<file path="config.mk">
export PLATFORM = sky130hd
export DESIGN_NAME = msi_eq_ctrl
export DESIGN_NICKNAME = d
export VERILOG_FILES = /design/src/rtl/msi_eq_pkg.sv /design/src/rtl/msi_eq_router.sv /design/src/rtl/msi_eq_queue.sv /design/src/rtl/msi_eq_ctrl.sv
export SDC_FILE = /design/constraint.sdc
export NUM_CORES = 2
export LEC_CHECK = 0
export ABC_AREA = 0
export ABC_CLOCK_PERIOD_IN_PS = 7400
export BUFFER_PORTS_ARGS = -buffer_cell sky130_fd_sc_hd__buf_2
export CORE_ASPECT_RATIO = 0.9
export CORE_MARGIN = 10
export CORE_UTILIZATION = 45
export CTS_CLUSTER_SIZE = 10
export DETAILED_ROUTE_END_ITERATION = 8
export SYNTH_ARGS = -nofsm -noshare
export SYNTH_HDL_FRONTEND = slang
export SYNTH_SLANG_ARGS = --single-unit
</file>
<file path="constraint.sdc">
create_clock -name clk -period 7.4 [get_ports clk]
set_clock_uncertainty 0.05 [all_clocks]
set_input_delay 1.48 -clock clk [delete_from_list [all_inputs] [get_ports clk]]
set_output_delay 1.48 -clock clk [all_outputs]
set_load 0.02 [all_outputs]
</file>
<file path="src/rtl/msi_eq_pkg.sv">
package msi_eq_pkg;
  localparam int PTR_W   = 6;
  localparam int CB_EN   = 0;
  localparam int CB_EVT  = 1;
  localparam int CB_INT  = 11;
  localparam int QSTRIDE = 256;

  typedef enum logic [2:0] {
    F_CTRL    = 3'd0,
    F_HEAD    = 3'd1,
    F_TAIL    = 3'd2,
    F_BASE_LO = 3'd3,
    F_BASE_HI = 3'd4
  } field_e;

  function automatic logic ring_full(logic [PTR_W-1:0] t, logic [PTR_W-1:0] h);
    return (t + PTR_W'(1)) == h;
  endfunction

  function automatic logic [PTR_W-1:0] pending(logic [PTR_W-1:0] t, logic [PTR_W-1:0] h);
    return t - h;
  endfunction

  function automatic logic [63:0] entry_addr(logic [63:0] base, logic [7:0] q,
                                             logic [PTR_W-1:0] slot, bit per_region);
    logic [63:0] qoff;
    qoff = per_region ? 64'd0 : 64'(q) * 64'(QSTRIDE);
    return base + qoff + {{(62-PTR_W){1'b0}}, slot, 2'b00};
  endfunction
endpackage

</file>
<file path="src/rtl/msi_eq_router.sv">
module msi_eq_router #(
  parameter int NQ         = 6,
  parameter int AW         = 16,
  parameter bit PER_REGION = 1'b0
) (
  input  logic          in_valid,
  input  logic [AW-1:0] in_addr,
  output logic [NQ-1:0] push
);
  localparam int SHIFT = PER_REGION ? 12 : 2;

  logic [AW-1:0] grp;
  logic          hit;

  assign grp = in_addr >> SHIFT;
  assign hit = (grp < AW'(NQ)) && (PER_REGION || (in_addr[1:0] == 2'b00));

  for (genvar i = 0; i < NQ; i++) begin : g_sel
    assign push[i] = in_valid && hit && (grp == AW'(i));
  end
endmodule

</file>
<file path="src/rtl/msi_eq_queue.sv">
module msi_eq_queue
  import msi_eq_pkg::*;
(
  input  logic             clk,
  input  logic             rst_n,
  input  logic             wr_en,
  input  logic [2:0]       wr_field,
  input  logic [31:0]      wr_data,
  input  logic             push,
  output logic             accept,
  output logic [PTR_W-1:0] slot,
  output logic [PTR_W-1:0] head,
  output logic [PTR_W-1:0] tail,
  output logic [31:0]      ctrl_rd,
  output logic [63:0]      base,
  output logic             ovf,
  output logic             irq,
  output logic             tail_adv
);
  logic en, evt, ien, commit_q, full;

  assign slot     = tail + PTR_W'(commit_q);
  assign full     = ring_full(slot, head);
  assign accept   = push && en && !full;
  assign tail_adv = commit_q;
  assign ctrl_rd  = {20'd0, ien, 9'd0, evt, en};
  assign irq      = en && evt && ien && (pending(tail, head) != '0);

  always_ff @(posedge clk) begin
    if (!rst_n) begin
      en <= 1'b0; evt <= 1'b0; ien <= 1'b0;
      head <= '0; tail <= '0; base <= '0;
      ovf <= 1'b0; commit_q <= 1'b0;
    end else begin
      if (wr_en) begin
        case (wr_field)
          F_CTRL: begin
            en  <= wr_data[CB_EN];
            evt <= wr_data[CB_EVT];
            ien <= wr_data[CB_INT];
          end
          F_HEAD:    head <= wr_data[PTR_W-1:0];
          F_BASE_LO: base[31:0] <= wr_data;
          F_BASE_HI: base[63:32] <= wr_data;
          default: ;
        endcase
      end
      commit_q <= accept;
      if (commit_q) tail <= tail + PTR_W'(1);
      if (push && en && full) ovf <= 1'b1;
    end
  end

  a_r4_tail_step: assert property (@(posedge clk) disable iff (!rst_n)
    (tail != $past(tail)) |-> (tail == $past(tail) + PTR_W'(1)));
  a_r6_ovf_sticky: assert property (@(posedge clk) disable iff (!rst_n)
    ovf |=> ovf);
  a_r5_disabled_hold: assert property (@(posedge clk) disable iff (!rst_n)
    (!en && !commit_q) |=> $stable(tail));
  a_r7_empty_quiet: assert property (@(posedge clk) disable iff (!rst_n)
    (head == tail) |-> !irq);
endmodule

</file>
<file path="src/rtl/msi_eq_ctrl.sv">
module msi_eq_ctrl
  import msi_eq_pkg::*;
#(
  parameter int NQ         = 6,
  parameter int AW         = 16,
  parameter bit PER_REGION = 1'b0
) (
  input  logic                   clk,
  input  logic                   rst_n,
  input  logic                   in_valid,
  input  logic [AW-1:0]          in_addr,
  input  logic [31:0]            in_data,
  input  logic                   reg_we,
  input  logic [$clog2(NQ)+2:0]  reg_addr,
  input  logic [31:0]            reg_wdata,
  output logic [31:0]            reg_rdata,
  output logic                   mem_we,
  output logic [63:0]            mem_addr,
  output logic [31:0]            mem_wdata,
  output logic [NQ-1:0]          irq,
  output logic [NQ-1:0]          ovf
);
  localparam int QW = $clog2(NQ);

  logic [NQ-1:0]    push, accept, tail_adv;
  logic [PTR_W-1:0] slot_a [NQ];
  logic [PTR_W-1:0] head_a [NQ];
  logic [PTR_W-1:0] tail_a [NQ];
  logic [31:0]      ctrl_a [NQ];
  logic [63:0]      base_a [NQ];
  logic [QW-1:0]    rq;
  logic [2:0]       rf;
  logic             any_acc;
  logic [63:0]      next_addr;

  assign rq = reg_addr[QW+2:3];
  assign rf = reg_addr[2:0];

  msi_eq_router #(.NQ(NQ), .AW(AW), .PER_REGION(PER_REGION)) u_route (
    .in_valid(in_valid), .in_addr(in_addr), .push(push));

  for (genvar i = 0; i < NQ; i++) begin : g_q
    msi_eq_queue u_q (
      .clk(clk), .rst_n(rst_n),
      .wr_en(reg_we && (rq == QW'(i))), .wr_field(rf), .wr_data(reg_wdata),
      .push(push[i]), .accept(accept[i]), .slot(slot_a[i]),
      .head(head_a[i]), .tail(tail_a[i]), .ctrl_rd(ctrl_a[i]),
      .base(base_a[i]), .ovf(ovf[i]), .irq(irq[i]), .tail_adv(tail_adv[i]));

    a_r4_commit_first: assert property (@(posedge clk) disable iff (!rst_n)
      (tail_a[i] != $past(tail_a[i])) |-> $past(mem_we));
  end

  always_comb begin
    any_acc   = 1'b0;
    next_addr = '0;
    for (int i = 0; i < NQ; i++) begin
      if (accept[i]) begin
        any_acc   = 1'b1;
        next_addr = entry_addr(PER_REGION ? base_a[i] : base_a[0], 8'(i), slot_a[i], PER_REGION);
      end
    end
  end

  always_comb begin
    reg_rdata = '0;
    for (int i = 0; i < NQ; i++) begin
      if (rq == QW'(i)) begin
        case (rf)
          F_CTRL:    reg_rdata = ctrl_a[i];
          F_HEAD:    reg_rdata = 32'(head_a[i]);
          F_TAIL:    reg_rdata = 32'(tail_a[i]);
          F_BASE_LO: reg_rdata = base_a[i][31:0];
          F_BASE_HI: reg_rdata = base_a[i][63:32];
          default:   reg_rdata = '0;
        endcase
      end
    end
  end

  always_ff @(posedge clk) begin
    if (!rst_n) begin
      mem_we    <= 1'b0;
      mem_addr  <= '0;
      mem_wdata <= '0;
    end else begin
      mem_we <= any_acc;
      if (any_acc) begin
        mem_addr  <= next_addr;
        mem_wdata <= in_data;
      end
    end
  end

  a_r2_single_accept: assert property (@(posedge clk) disable iff (!rst_n)
    $onehot0(accept));
  a_r4_adv_follows_write: assert property (@(posedge clk) disable iff (!rst_n)
    (|tail_adv) |-> mem_we);
endmodule

</file>
# Word-level counts from Yosys, hierarchy flattened
# Cells that the tools add are included.
[totals] wordCells=227 input_bits=90 ff_bits=583 out_inout_bits=141
[classes] addsub=35 n_eq_ne=20 n_lt_le_gt_ge=1 muxes=24 reduce_logical=90
[op_table] op="$pmux W32 S5" n=6
[op_table] op="$add A64 B8 Y64" n=6
[op_table] op="$mux W64" n=6
[op_table] op="$mux W32" n=6
[op_table] op="$add A64 B10 Y64 const B" n=2
[op_table] op="$add A64 B11 Y64 const B" n=2
[op_table] op="$add A6 B1 Y6 const B" n=12
[op_table] op="$add A64 B9 Y64 const B" n=1
[op_table] op="$logic_and A1 B1 Y1" n=50
[op_table] op="$reduce_and A2 Y1" n=24
[op_table] op="$add A6 B1 Y6" n=6
[op_table] op="$eq A6 B6 Y1" n=6
[op_table] op="$reduce_bool A6 Y1" n=6
[op_table] op="$sub A6 B6 Y6" n=6
[op_table] op="$eq A14 B2 Y1 const B" n=2
[op_table] op="$eq A14 B3 Y1 const B" n=2
[op_table] op="$logic_not A16 Y1" n=1
[op_table] op="$eq A14 B1 Y1 const B" n=1
[op_table] op="$lt A14 B3 Y1 const B" n=1
[op_table] op="$eq A3 B2 Y1 const B" n=4
[op_table] op="$eq A3 B3 Y1 const B" n=3
[op_table] op="$eq A3 B1 Y1 const B" n=2
[op_table] op="$logic_not A1 Y1" n=6
[op_table] op="$logic_not A3 Y1" n=2
[op_table] op="2 further kinds" n=7

# Longest topological paths before layout
[logic_depth] ltp_word=12 depth_mapped=17 ltp_nobuf=16

# Modules after synthesis
# Synthesis repeated with hierarchy kept, for this count alone.
[hier_totals] cells_unflattened=5537 hier_area_um2=41880.2
[by_module_without_submodules] module="msi_eq_queue" seq_area_each_um2=1621.6 area_per_inst_um2=3752.3 cells_each=439 instances=6
[by_module_without_submodules] module="msi_eq_ctrl" seq_area_each_um2=1941.9 area_per_inst_um2=19242.2 cells_each=2888 instances=1
[by_module_without_submodules] module="msi_eq_router" seq_area_each_um2=0.0 area_per_inst_um2=123.9 cells_each=15 instances=1

# Worst setup path after synthesis
# Ideal clock, no wire load.
[synth_timing] kind="input to output" start="input port reg_addr[0]" end="output port reg_rdata[0]" path_slack_ns=2.056 arrival_time_ns=3.814 n_path_buf=4 required_time_ns=5.870 cell_stages=8 cell_sequence="clkbuf_1 or2_2 clkbuf_1 nor2_1 clkbuf_1 clkbuf_1 a221oi_1 o41ai_1"
[synth_between] elab_chain_cells=8 word_cells_on_any_way=17 cone_classes="eq/ne: 4; mux: 12; reduce/logical: 1"
[synth_lines] element="start, declared" line_no="msi_eq_ctrl.sv:14" rtl="input logic [$clog2(NQ)+2:0] reg_addr,"
[synth_lines] element="$eq A3 B3 Y1 (tied with other cells)" line_no="msi_eq_ctrl.sv:69" rtl="case (rf)"
[synth_lines] element="$pmux W32 S5" line_no="msi_eq_ctrl.sv:69"
[synth_lines] element="$mux W32 (5 in series)" line_no="msi_eq_ctrl.sv:68" rtl="if (rq == QW'(i)) begin"
[synth_lines] element="$mux W32 *" line_no="msi_eq_ctrl.sv:68"
[synth_lines] element="end, declared" line_no="msi_eq_ctrl.sv:16" rtl="output logic [31:0] reg_rdata,"
# Mark *: on every way between the ends. The rest lies on a longest branch, timed or not.

# Worst setup path in the final report
# Ends and elaborated chain as after synthesis.

==> impl_metrics.env <==
export IMPL_outcome="complete, no violations"
export IMPL_cpPeakStageDelay_ns=0.67
export IMPL_fin_nets=5199
export IMPL_start_util_pct=45.54
export IMPL_hold_path_class="reg2reg"
export IMPL_ant_nets=0
export IMPL_cts_setup_buffers=0
export IMPL_start_kind="primary input"
export IMPL_tightest_slew_ns=1.273
export IMPL_dp_cells=5988
export IMPL_cts_tree="built"
export IMPL_synth_edf_count=0
export IMPL_dieHeight_um=289.4
export IMPL_track_usage_pct=32.96
export IMPL_syn_area_um2=36290
export IMPL_critPathLaunch="reg_addr[0]"
export IMPL_fp_row_count=98
export IMPL_hold_start="g_q[3].u_q.ovf"
export IMPL_final_util_pct=50.05
export IMPL_period_share_pct=81.63
export IMPL_grt_pass1_vias=35542
export IMPL_synth_distinct_cells=105
export IMPL_yosys_warnings=0
export IMPL_finalSetupViolations=0
export IMPL_cap_violations=0
export IMPL_rsz0062_at_grt="no"
export IMPL_synthFlopType="dfxtp_1"
export IMPL_worst_slack_ns=1.359
export IMPL_wl_per_cell_um=26.34
export IMPL_path_clk_slew_ns=0.05
export IMPL_synth_top_area_cell="dfxtp_1"
export IMPL_dieWidth_um=319.4
export IMPL_fin_crit_ns=6.041
export IMPL_post_drt_via_cell_ratio=6.453
export IMPL_drt_pre_antenna_iters=8
export IMPL_postCtsHoldBufs=0
export IMPL_layout_commonest_cell="nand2_1"
export IMPL_worstPathArrival_ns=4.51
export IMPL_max_freq_mhz=165.5
export IMPL_slew_violations=0
export IMPL_place_ws_ns=1.434
export IMPL_p_leak_nw=13.31
export IMPL_core_area_um2=79700
export IMPL_finalPower_mw=6.820
export IMPL_synth_cells=5080
export IMPL_critPathMaxFanout=27
export IMPL_instances_no_fill=6085
export IMPL_vdd_drop_max_mv=0.1731
export IMPL_power_density_nw_per_um2=171.0
export IMPL_r2r_start="g_q[2].u_q.tail[0]"
export IMPL_tns_ns=0
export IMPL_cts_resized=0
export IMPL_num_io_pins=231
export IMPL_final_cell_mix="nand2_1 (1112), a21oi_1 (709), dfxtp_1 (583)"
export IMPL_hpwl_um=110200
export IMPL_portBuffers=230
export IMPL_routed_wl_um=160300
export IMPL_cp_cell_sequence="buf_2, buf_4, nor2b_1, buf_4, a22oi_1, o221ai_1, a21oi_1, o41ai_1, buf_2"
export IMPL_crit_type="in2out"
export IMPL_crit_required_ns=5.87
export IMPL_antenna_found_initial=2
export IMPL_clock_sinks=583
export IMPL_synthArstFlopShare_pct=0
export IMPL_first_iter_violations=5453
export IMPL_syn_to_final_growth_pct=9.904
export IMPL_htree_levels=3
export IMPL_synth_seq_cells=583
export IMPL_vias=39265
export IMPL_clockBufferDepth=3
export IMPL_cp_num_buf_inv=4
export IMPL_grt_max_degree=196
export IMPL_critPathSlowestCell="o41ai_1"
export IMPL_grt_pass1_wl_um=236400
export IMPL_syn_num_nets=5268
export IMPL_avgSynthCellArea_um2=7.145
export IMPL_slew_headroom_pct=14.45
export IMPL_routabilityCongestion=1.008
export IMPL_finalHoldViolations=0
export IMPL_drcViolationCount=0
export IMPL_dieArea_um2=92430
export IMPL_cts_root_buf="clkbuf_16"
export IMPL_endpoint_kind="primary output"
export IMPL_cts_buffers_inserted=71
export IMPL_drive_gt1_share_pct=10.31
export IMPL_insertion_delay_ns=0.66
export IMPL_synth_area_top_cells="dfxtp_1 (32%), nand2_1 (12%), a21oi_1 (9.8%)"
export IMPL_yosysSeqAreaShare_pct=32.16
export IMPL_overflow=0
export IMPL_synth_top_area_share_pct=32.16
export IMPL_critPathTopFamily="buffers and inverters"
==> final timing paths <==
check | end | slack (ns) | cells past startpoint
hold / removal | g_q[3].u_q.ovf | 0.39 | 2
hold reg to reg | g_q[3].u_q.ovf | 0.39 | 2
setup reg to reg | mem_addr[26] | 2.13 | 15
setup / recovery | reg_rdata[0] | 1.36 | 9
==> routing by layer <==
layer / routed length, um / track usage, %
met5: 13 / 0
met2: 67700 / 49.19
met1: 65670 / 44.95
met4: 7693 / 14.70
met3: 19200 / 7.574
==> area by class of cell <==
cell class / count / area [um^2]
Timing Repair Buffer: 329 / 1969
Multi-Input combinational cell: 3943 / 22510
Antenna cell: 1 / 2.502
Clock inverter: 9 / 171.4
Inverter: 83 / 319.1
Clock buffer: 87 / 1929
Tap cell: 1050 / 1314
Fill cell: 8030 / 39810
Sequential cell: 583 / 11670
==> logic make-up (layout without fill, tap and decap cells) <==
kind of cell | Yosys count | after routing | share of synthesized area (%)
AO/OA/AOI/OAI | 1640 | 1640 | 27.97
XOR/XNOR | 210 | 210 | 5.205
adder cells (fa/ha/maj) | 98 | 98 | 3.502
buffers and inverters | 554 | 508 | 6.167
flip-flops | 583 | 583 | 32.16
multiplexers | 50 | 50 | 1.517
other | 0 | 1 | 0
AND/OR/NAND/NOR | 1945 | 1945 | 23.48
==> cells in the mapped netlist (12+ instances only) <==
cell,n
and2_1,24
clkbuf_1,383
a211oi_1,21
o21ai_0,227
nand3_1,168
o22ai_1,121
a31oi_1,29
o31ai_1,24
buf_2,52
mux2i_1,37
nor2_1,291
a21boi_0,12
nand2b_1,26
ha_1,92
xor2_1,95
inv_1,80
nand4_1,59
nor2b_1,22
and3_1,31
o211ai_1,30
o21a_1,18
or2_2,28
buf_1,14
buf_4,19
a22oi_1,186
a21o_1,19
a22o_1,16
xnor2_1,110
o221ai_1,28
o31a_1,31
dfxtp_1,583
a21oi_1,709
nand2_1,1113
a221oi_1,28
nor3_1,79
or3_1,22
nor4_1,19
==> tightest hold or removal path: stages (launching register included) <==
cell and delay, ns:
dfxtp_1 0.30, inv_1 0.05, a21oi_1 0.05
==> through the flow <==
| stage | cell area, um^2 | hold WS [ns] |
|---|---|---|
| 2_1_floorplan | 36290 | 0.3759 |
| 3_3_place_gp | 37790 | 0.3818 |
| 3_5_place_dp | 37790 | 0.3867 |
| 4_1_cts | 39890 | 0.3950 |
| 5_1_grt | 39890 | 0.4135 |
| 6_report | 39890 | 0.3916 |
==> where the power goes <==
part	internal (mW)	switching, mW
clock	1.87	1.44
sequential	3.15	0.0143
combinational	0.0796	0.269
==> state kept, by name, summed over array words and instances, names as in the netlist <==
signal,flops
mem_wdata,32
g_q.u_q.evt,6
g_q.u_q.tail_adv,6
g_q.u_q.head,36
g_q.u_q.tail,36
mem_we,1
g_q.u_q.en,6
mem_addr,64
g_q.u_q.ien,6
g_q.u_q.ovf,6
g_q.u_q.base,384
(Power assumes the default switching activity.)
